**src/rtl/emu_pkg.sv**
```systemverilog
package emu_pkg;
   localparam int NCAUSE = 3;
   localparam int PST_W  = 4;
   localparam logic [PST_W-1:0] PST_IDLE  = 4'h0;
   localparam logic [PST_W-1:0] PST_ENTER = 4'hD;
   localparam logic [PST_W-1:0] PST_EXIT  = 4'h7;
   localparam logic [1:0] TT_DEBUG   = 2'h2;
   localparam logic [2:0] TM_DBG_DAT = 3'h5;
   localparam logic [2:0] TM_DBG_INS = 3'h6;
   typedef enum logic [1:0] {C_RESET = 2'd0, C_DEBUG = 2'd1, C_TRACE = 2'd2} cause_e;
endpackage

```
**src/rtl/emu_entry_det.sv**
```systemverilog
module emu_entry_det
   import emu_pkg::*;
(
   input  logic clk,
   input  logic rst,
   input  logic ext_rst_act,
   input  logic rst_exc_go,
   input  logic force_emu,
   input  logic dbg_exc_go,
   input  logic trc_exc_go,
   input  logic trc_en,
   input  logic rte_done,
   input  logic bkpt_armed,
   output logic emu_q,
   output logic enter,
   output logic leave,
   output logic dbg_req
);
   logic [NCAUSE-1:0] cause;
   logic bkpt_prev;

   for (genvar i = 0; i < NCAUSE; i++) begin : g_cause
      if (i == int'(C_RESET)) begin : g_rst
         assign cause[i] = rst_exc_go & force_emu & ~ext_rst_act;
      end else if (i == int'(C_DEBUG)) begin : g_dbg
         assign cause[i] = dbg_exc_go;
      end else begin : g_trc
         assign cause[i] = trc_exc_go & trc_en;
      end
   end

   assign enter = ~emu_q & (|cause);
   assign leave = emu_q & rte_done;

   always_ff @(posedge clk) begin
      if (rst) begin
         emu_q     <= 1'b0;
         bkpt_prev <= 1'b0;
         dbg_req   <= 1'b0;
      end else begin
         if (enter) emu_q <= 1'b1;
         else if (leave) emu_q <= 1'b0;
         bkpt_prev <= bkpt_armed;
         dbg_req   <= bkpt_armed & (leave | (~emu_q & ~bkpt_prev));
      end
   end

   // a debug strobe outside the mode always sets the flag
   a_r3_debug_enters: assert property (@(posedge clk) disable iff (rst)
      (dbg_exc_go && !emu_q) |=> emu_q);
   // exit clears the flag
   a_r7_exit_clears: assert property (@(posedge clk) disable iff (rst)
      leave |=> !emu_q);
   // armed breakpoint at exit raises a request
   a_r11_rebreak: assert property (@(posedge clk) disable iff (rst)
      (leave && bkpt_armed) |=> dbg_req);
   // no entry from reset cause while external reset held
   a_r2_hold_in_reset: assert property (@(posedge clk) disable iff (rst)
      (!emu_q && ext_rst_act && !dbg_exc_go && !(trc_exc_go && trc_en)) |=> !emu_q);
endmodule

```
**src/rtl/emu_pst_enc.sv**
```systemverilog
module emu_pst_enc
   import emu_pkg::*;
(
   input  logic             clk,
   input  logic             rst,
   input  logic             enter,
   input  logic             leave,
   output logic [PST_W-1:0] pst
);
   always_comb begin
      if (enter)      pst = PST_ENTER;
      else if (leave) pst = PST_EXIT;
      else            pst = PST_IDLE;
   end

   // two consecutive entry codes never occur
   a_r5_single_enter: assert property (@(posedge clk) disable iff (rst)
      (pst == PST_ENTER) |=> (pst != PST_ENTER));
   // entry and exit are never signalled together
   a_r8_exclusive: assert property (@(posedge clk) disable iff (rst)
      !(enter && leave));
endmodule

```
**src/rtl/emu_bus_remap.sv**
```systemverilog
module emu_bus_remap
   import emu_pkg::*;
#(
   parameter int  TT_W    = 2,
   parameter int  TM_W    = 3,
   parameter bit  HAS_MAP = 1'b1
)(
   input  logic            clk,
   input  logic            rst,
   input  logic            emu_on,
   input  logic            map_en,
   input  logic            acc_fetch,
   input  logic [TT_W-1:0] tt_in,
   input  logic [TM_W-1:0] tm_in,
   output logic [TT_W-1:0] tt_out,
   output logic [TM_W-1:0] tm_out,
   output logic            cache_ok,
   output logic            sram_ok
);
   if (TT_W < 2) begin : g_chk_tt
      $error("emu_bus_remap: TT_W must be at least 2");
   end
   if (TM_W < 3) begin : g_chk_tm
      $error("emu_bus_remap: TM_W must be at least 3");
   end

   if (HAS_MAP) begin : g_map
      logic remap;
      assign remap    = emu_on & map_en;
      assign tt_out   = remap ? TT_W'(TT_DEBUG) : tt_in;
      assign tm_out   = remap ? (acc_fetch ? TM_W'(TM_DBG_INS) : TM_W'(TM_DBG_DAT)) : tm_in;
      assign cache_ok = ~remap;
      assign sram_ok  = ~remap;

      // a mapped access never reaches cache or SRAM and carries debug type
      a_r9_no_cache: assert property (@(posedge clk) disable iff (rst)
         (emu_on && map_en) |-> (!cache_ok && !sram_ok && tt_out == TT_W'(TT_DEBUG)));
      // without the mode attributes are untouched
      a_r10_pass: assert property (@(posedge clk) disable iff (rst)
         !emu_on |-> (tt_out == tt_in && tm_out == tm_in));
   end else begin : g_pass
      assign tt_out   = tt_in;
      assign tm_out   = tm_in;
      assign cache_ok = 1'b1;
      assign sram_ok  = 1'b1;
   end
endmodule

```
**src/rtl/emu_mode_ctrl.sv**
```systemverilog
module emu_mode_ctrl
   import emu_pkg::*;
#(
   parameter int TT_W    = 2,
   parameter int TM_W    = 3,
   parameter int IRQ_W   = 3,
   parameter bit HAS_MAP = 1'b1
)(
   input  logic             clk,
   input  logic             rst,
   input  logic             ext_rst_act,
   input  logic             rst_exc_go,
   input  logic             force_emu,
   input  logic             dbg_exc_go,
   input  logic             trc_exc_go,
   input  logic             trc_en,
   input  logic             rte_done,
   input  logic             bkpt_armed,
   input  logic             map_en,
   input  logic [IRQ_W-1:0] irq_lvl_in,
   output logic [IRQ_W-1:0] irq_lvl_out,
   input  logic             acc_fetch,
   input  logic [TT_W-1:0]  acc_tt_in,
   input  logic [TM_W-1:0]  acc_tm_in,
   output logic [TT_W-1:0]  acc_tt_out,
   output logic [TM_W-1:0]  acc_tm_out,
   output logic             cache_ok,
   output logic             sram_ok,
   output logic [PST_W-1:0] pst_code,
   output logic             emu_flag,
   output logic             dbg_irq_req
);
   if (IRQ_W < 1) begin : g_chk_irq
      $error("emu_mode_ctrl: IRQ_W must be positive");
   end

   logic emu_q, enter, leave, emu_on;

   emu_entry_det u_det (
      .clk(clk), .rst(rst), .ext_rst_act(ext_rst_act), .rst_exc_go(rst_exc_go),
      .force_emu(force_emu), .dbg_exc_go(dbg_exc_go), .trc_exc_go(trc_exc_go),
      .trc_en(trc_en), .rte_done(rte_done), .bkpt_armed(bkpt_armed),
      .emu_q(emu_q), .enter(enter), .leave(leave), .dbg_req(dbg_irq_req)
   );

   emu_pst_enc u_pst (
      .clk(clk), .rst(rst), .enter(enter), .leave(leave), .pst(pst_code)
   );

   assign emu_on = emu_q | enter;

   emu_bus_remap #(.TT_W(TT_W), .TM_W(TM_W), .HAS_MAP(HAS_MAP)) u_map (
      .clk(clk), .rst(rst), .emu_on(emu_on), .map_en(map_en), .acc_fetch(acc_fetch),
      .tt_in(acc_tt_in), .tm_in(acc_tm_in), .tt_out(acc_tt_out), .tm_out(acc_tm_out),
      .cache_ok(cache_ok), .sram_ok(sram_ok)
   );

   assign irq_lvl_out = emu_on ? '0 : irq_lvl_in;
   assign emu_flag    = emu_q;

   // no interrupt level reaches the core while the flag is set
   a_r6_mask: assert property (@(posedge clk) disable iff (rst)
      emu_flag |-> (irq_lvl_out == '0));
   // entry code only when the flag was clear
   a_r5_enter_from_idle: assert property (@(posedge clk) disable iff (rst)
      (pst_code == PST_ENTER) |-> !emu_flag);
   // exit code only from inside the mode, flag drops next
   a_r7_exit_code: assert property (@(posedge clk) disable iff (rst)
      (pst_code == PST_EXIT) |=> !emu_flag);
endmodule

```
**config.mk**
```make
export PLATFORM = sky130hd
export DESIGN_NAME = emu_mode_ctrl
export DESIGN_NICKNAME = d
export VERILOG_FILES = /design/src/rtl/emu_pkg.sv /design/src/rtl/emu_entry_det.sv /design/src/rtl/emu_pst_enc.sv /design/src/rtl/emu_bus_remap.sv /design/src/rtl/emu_mode_ctrl.sv
export SDC_FILE = /design/constraint.sdc
export NUM_CORES = 1
export LEC_CHECK = 0
export ABC_CLOCK_PERIOD_IN_PS = 3610
export BUFFER_PORTS_ARGS = -buffer_cell sky130_fd_sc_hd__buf_4
export CORE_AREA = 2 2 39 41
export DETAILED_ROUTE_END_ITERATION = 7
export DIE_AREA = 0 0 41 43
export HOLD_SLACK_MARGIN = 0.12
export PLACE_DENSITY_LB_ADDON = 0.25
export SLEW_MARGIN = 40
export SYNTH_ARGS = -nofsm -noshare
export SYNTH_HDL_FRONTEND = slang
export SYNTH_SLANG_ARGS = --single-unit
```
**constraint.sdc**
```tcl
create_clock -name clk -period 3.61 [get_ports clk]
set_clock_uncertainty 0.2 [all_clocks]
set_input_delay 0.1805 -clock clk [delete_from_list [all_inputs] [get_ports clk]]
set_output_delay 0.1805 -clock clk [all_outputs]
set_load 0.1 [all_outputs]
```
# Yosys cells after proc, flatten, opt, wreduce, memory -nomap -nowiden
# Index checks and enable logic that the tools add are counted.
# op_classes
n_reduce_logical	2
n_bitwise	14
mux	8
# ops
op	count
2-to-1 mux 3 bit	3
AND 1 bit	8
2-to-1 mux 2 bit	2
2-to-1 mux 4 bit	1
NOT 1 bit	4
OR reduction 3 bit	1
2-to-1 mux 1 bit	2
OR 1 bit	2
nonzero test 2 bit	1
# word_totals
out_inout_bits	16
ff_bits	3

# Longest topological paths before layout
# depth
ltp_word	7
mapped_depth	4
mapped_depth_nobuf	3

# By module
# A second synthesis with hierarchy kept.
# unflattened
cells_unflattened	28
hier_area_um2	245.2
# by_module_without_submodules
module	cells_per_inst	seq_area_each_um2	n_inst	area_per_inst_um2
emu_entry_det	12	60.1	1	122.6
emu_bus_remap	8	0.0	1	63.8
emu_pst_enc	4	0.0	1	30.0
emu_mode_ctrl	4	0.0	1	28.8

# Worst setup path after synthesis
# No wires, ideal clock.
# synth_timing
kind	register -> output
start	register u_det.emu_q
end	output port acc_tm_out[0]
stages_incl_launch_ff	4
setup_slack_ns	-0.214
arrival_time_ns	3.444
path_buffers	0
required_ns	3.229
cell_sequence	dfxtp_1 -> a211o_1 -> o21ai_4 -> mux2i_1
# synth_between
elab_chain_len	5
# synth_lines
item	line	rtl
start: declaration	emu_entry_det.sv:14	output logic emu_q,
start signal: assignment	emu_entry_det.sv:37	emu_q <= 1'b0;
start signal: assignment	emu_entry_det.sv:41	if (enter) emu_q <= 1'b1;
start signal: assignment	emu_entry_det.sv:42	else if (leave) emu_q <= 1'b0;
NOT 1 bit	emu_entry_det.sv:32	assign enter = ~emu_q & (|cause);
AND 1 bit	emu_entry_det.sv:32	
OR 1 bit (*)	emu_mode_ctrl.sv:50	assign emu_on = emu_q | enter;
AND 1 bit (*)	emu_bus_remap.sv:29	assign remap = emu_on & map_en;
2-to-1 mux 3 bit (*)	emu_bus_remap.sv:31	assign tm_out = remap ? (acc_fetch ? TM_W'(TM_DBG_INS) : TM_W'(TM_DBG_DAT)) : tm_in;
end: declaration	emu_mode_ctrl.sv:26	output logic [TM_W-1:0] acc_tm_out,
# Every way passes the cells marked *; elsewhere a longest branch is shown, timed or not.

# Worst setup path in the final report
# layout_timing
start	register u_det.emu_q
end	output port acc_tm_out[1]
# The elaborated chain is that of the path after synthesis.

==> metrics.yaml <==
hpwlAfterDp_um: 632
p_sw_uw: 143
drc: 0
rows: 14
ys_ff_latch: 3
synth-simple-area-share_pct: 32.4
clk_pin_slew_ns: 0.04
drt_iter0_markers: 1
worstPathArrival_ns: 1.72
leakagePower_uw: 0.000292
syn_to_final_growth_pct: 140
grt_pass1_wl_um: 979
grt-ovfl-total: 0
worst_slack_ns: 1.51
end_kind: "primary output"
fin_cells: 83
start_kind: "flip-flop"
num-fill-cells: 135
die_w_um: 41
pre_cts_ws_ns: 1.75
fin_crit_ns: 2.10
cts-buffers-inserted: 3
htreeDepth: 1
synth_warnings: 0
crit_path_max_fanout: 7
syn_nets: 48
clkLatencyLatePin_ns: 0.24
sw_frac_of_total_pct: 54.9
drive_gt1_share_pct: 61.2
power.density_nw_per_um2: 471
syn_area_per_cell_sq_um: 8.27
power_frac_comb_pct: 62.0
timing.setup.tns_ns: 0
synth_area_leaders: "dfxtp_1, and2_1, buf_4"
grt_max_degree: 8
outcome: "finished, final reports clean"
tightest_slew_ns: 0.307
cp.required_ns: 3.23
viasPerCell: 4.01
core_sq_um: 1380
seq_power_share_pct: 14.4
relSlewSlack_pct: 79.4
min_path_type: "primary input to flip-flop"
max_freq_ghz: 0.475
dp.cells: 76
holdWs_ns: 0.304
gr-usage-all-layers_pct: 8.63
min_period_over_period_pct: 58.3
dieArea_sq_um: 1760
ctsLongestPathBuffers: 2
start_util_pct: 16.7
io_pins: 36
cts_root_buffer: "clkbuf_4"
dieHeight_um: 43
final_hold_viol_count: 0
antenna_found_initial: 0
grt_pass1_vias: 267
drt-total-wl_um: 792
drv_slew: 0
syn_inst: 28
n_antenna_cell: 0
critical_path_class: "flip-flop to primary output"
vias: 333
finalSetupViolCount: 0
power_uw: 262
cts_tree: "done"
io_buffer_count: 35
nets: 88
yosys.area_share.adder_pct: 0
ir_drop_v: 0.000182
gp_congestion: 0.650
antenna_left: 0
clock_sinks: 3
clkPwrFrac_pct: 23.6
first_pass_iters: 2
synthMuxAreaShare_pct: 9.19
synth_top_area_cell: "dfxtp_1"
syn-cell-area_sq_um: 231
maxCapViolCount: 0
grt_setup_unrepaired: "no"
synthXorXnorAreaFrac_pct: 0
synth_top_family_by_area: "simple AND/OR/NAND/NOR gates"
power.internal_uw: 118
synth_top_area_share_pct: 25.9
yosysUniqueCellTypes: 16
seq_area_frac_synth_pct: 25.9
synth_compound_area_share_pct: 19.5
wl_per_cell_um: 9.54
## power by group through the flow
stage | sequential, uW | combinational, uW | clock, uW
2_1_floorplan | 50.2 | 113 | 0
3_3_place_gp | 38.0 | 160 | 0
3_5_place_dp | 38.2 | 160 | 0
4_1_cts | 37.8 | 163 | 64.8
5_1_grt | 38.2 | 168 | 68.9
6_report | 37.7 | 162 | 61.8
## area by class of cell
type	count	area, sq um	area share [%]
repair buffers	38	293	52.7
multi-input cells	20	149	26.8
flip-flops and latches	3	60.1	10.8
clock buffers	4	26.3	4.73
well taps	16	20.0	3.60
inverters	2	7.51	1.35
## timing repair
item                      CTS  global route
setup buffers               0             0
hold buffers                3             0
gates resized for setup     0             0
hold endpoints to repair    3             0
## final timing paths
check	start	endpoint	slack, ns	depth (start not counted)
max	u_det.emu_q	acc_tm_out[1]	1.51	4
min	dbg_exc_go	u_det.emu_q	0.30	4
max reg2reg	u_det.emu_q	u_det.emu_q	2.23	3
min reg2reg	u_det.bkpt_prev	u_det.dbg_req	0.31	2
## synthesized netlist by cell type, drive strengths merged
cell type,number
dfxtp,3
nor2,3
buf,3
nor2b,1
a211oi,1
a21oi,1
and2,5
nor3,1
o21ai,1
inv,2
and3b,1
mux2,1
a211o,1
o21a,1
mux2i,1
nand2b,2
## worst max-delay path, stage by stage (launching register included)
cell,delay (ns)
dfxtp_1,0.36
a211o_1,0.33
o21ai_4,0.22
mux2_1,0.34
buf_4,0.23
## registers in the layout, summed over array words and instances, names as in the netlist
signal           count
u_det.bkpt_prev      1
u_det.dbg_req        1
u_det.emu_q          1
## logic make-up after synthesis
family | after synthesis
muxes | 2
AOI/OAI and AO/OA | 5
and+or+nand+nor | 13
buffers and inverters | 5
DFF | 3
## per-layer routing
layer,GRT usage [%],routed length (um),vias up
met4,6.00,10,0
met1,8.01,281,133
met2,13.1,328,30
li1,-,-,168
met5,0,0,-
met3,5.24,171,2
## stage by stage
step           util (%)  instance area, sq um
2_1_floorplan         -                   239
3_3_place_gp       36.1                   499
3_5_place_dp       36.1                   499
4_1_cts            40.1                   556
5_1_grt            40.1                   556
6_report           40.1                   556
## cells in the final DEF (no fill, tap or decap)
cell type	n
buf_4	35
and2_1	5
nor2_1	3
clkbuf_4	3
dlygate4sd3_1	3
dfxtp_1	3
inv_1	2
nand2b_1	2
and3b_1	1
a211oi_1	1
a211o_1	1
a21oi_2	1
o21ai_4	1
mux2_1	1
mux2i_2	1
nor3_1	1
nor2b_1	1
o21a_1	1
clkbuf_1	1
No activity file was read; power rests on OpenSTA's default activity.
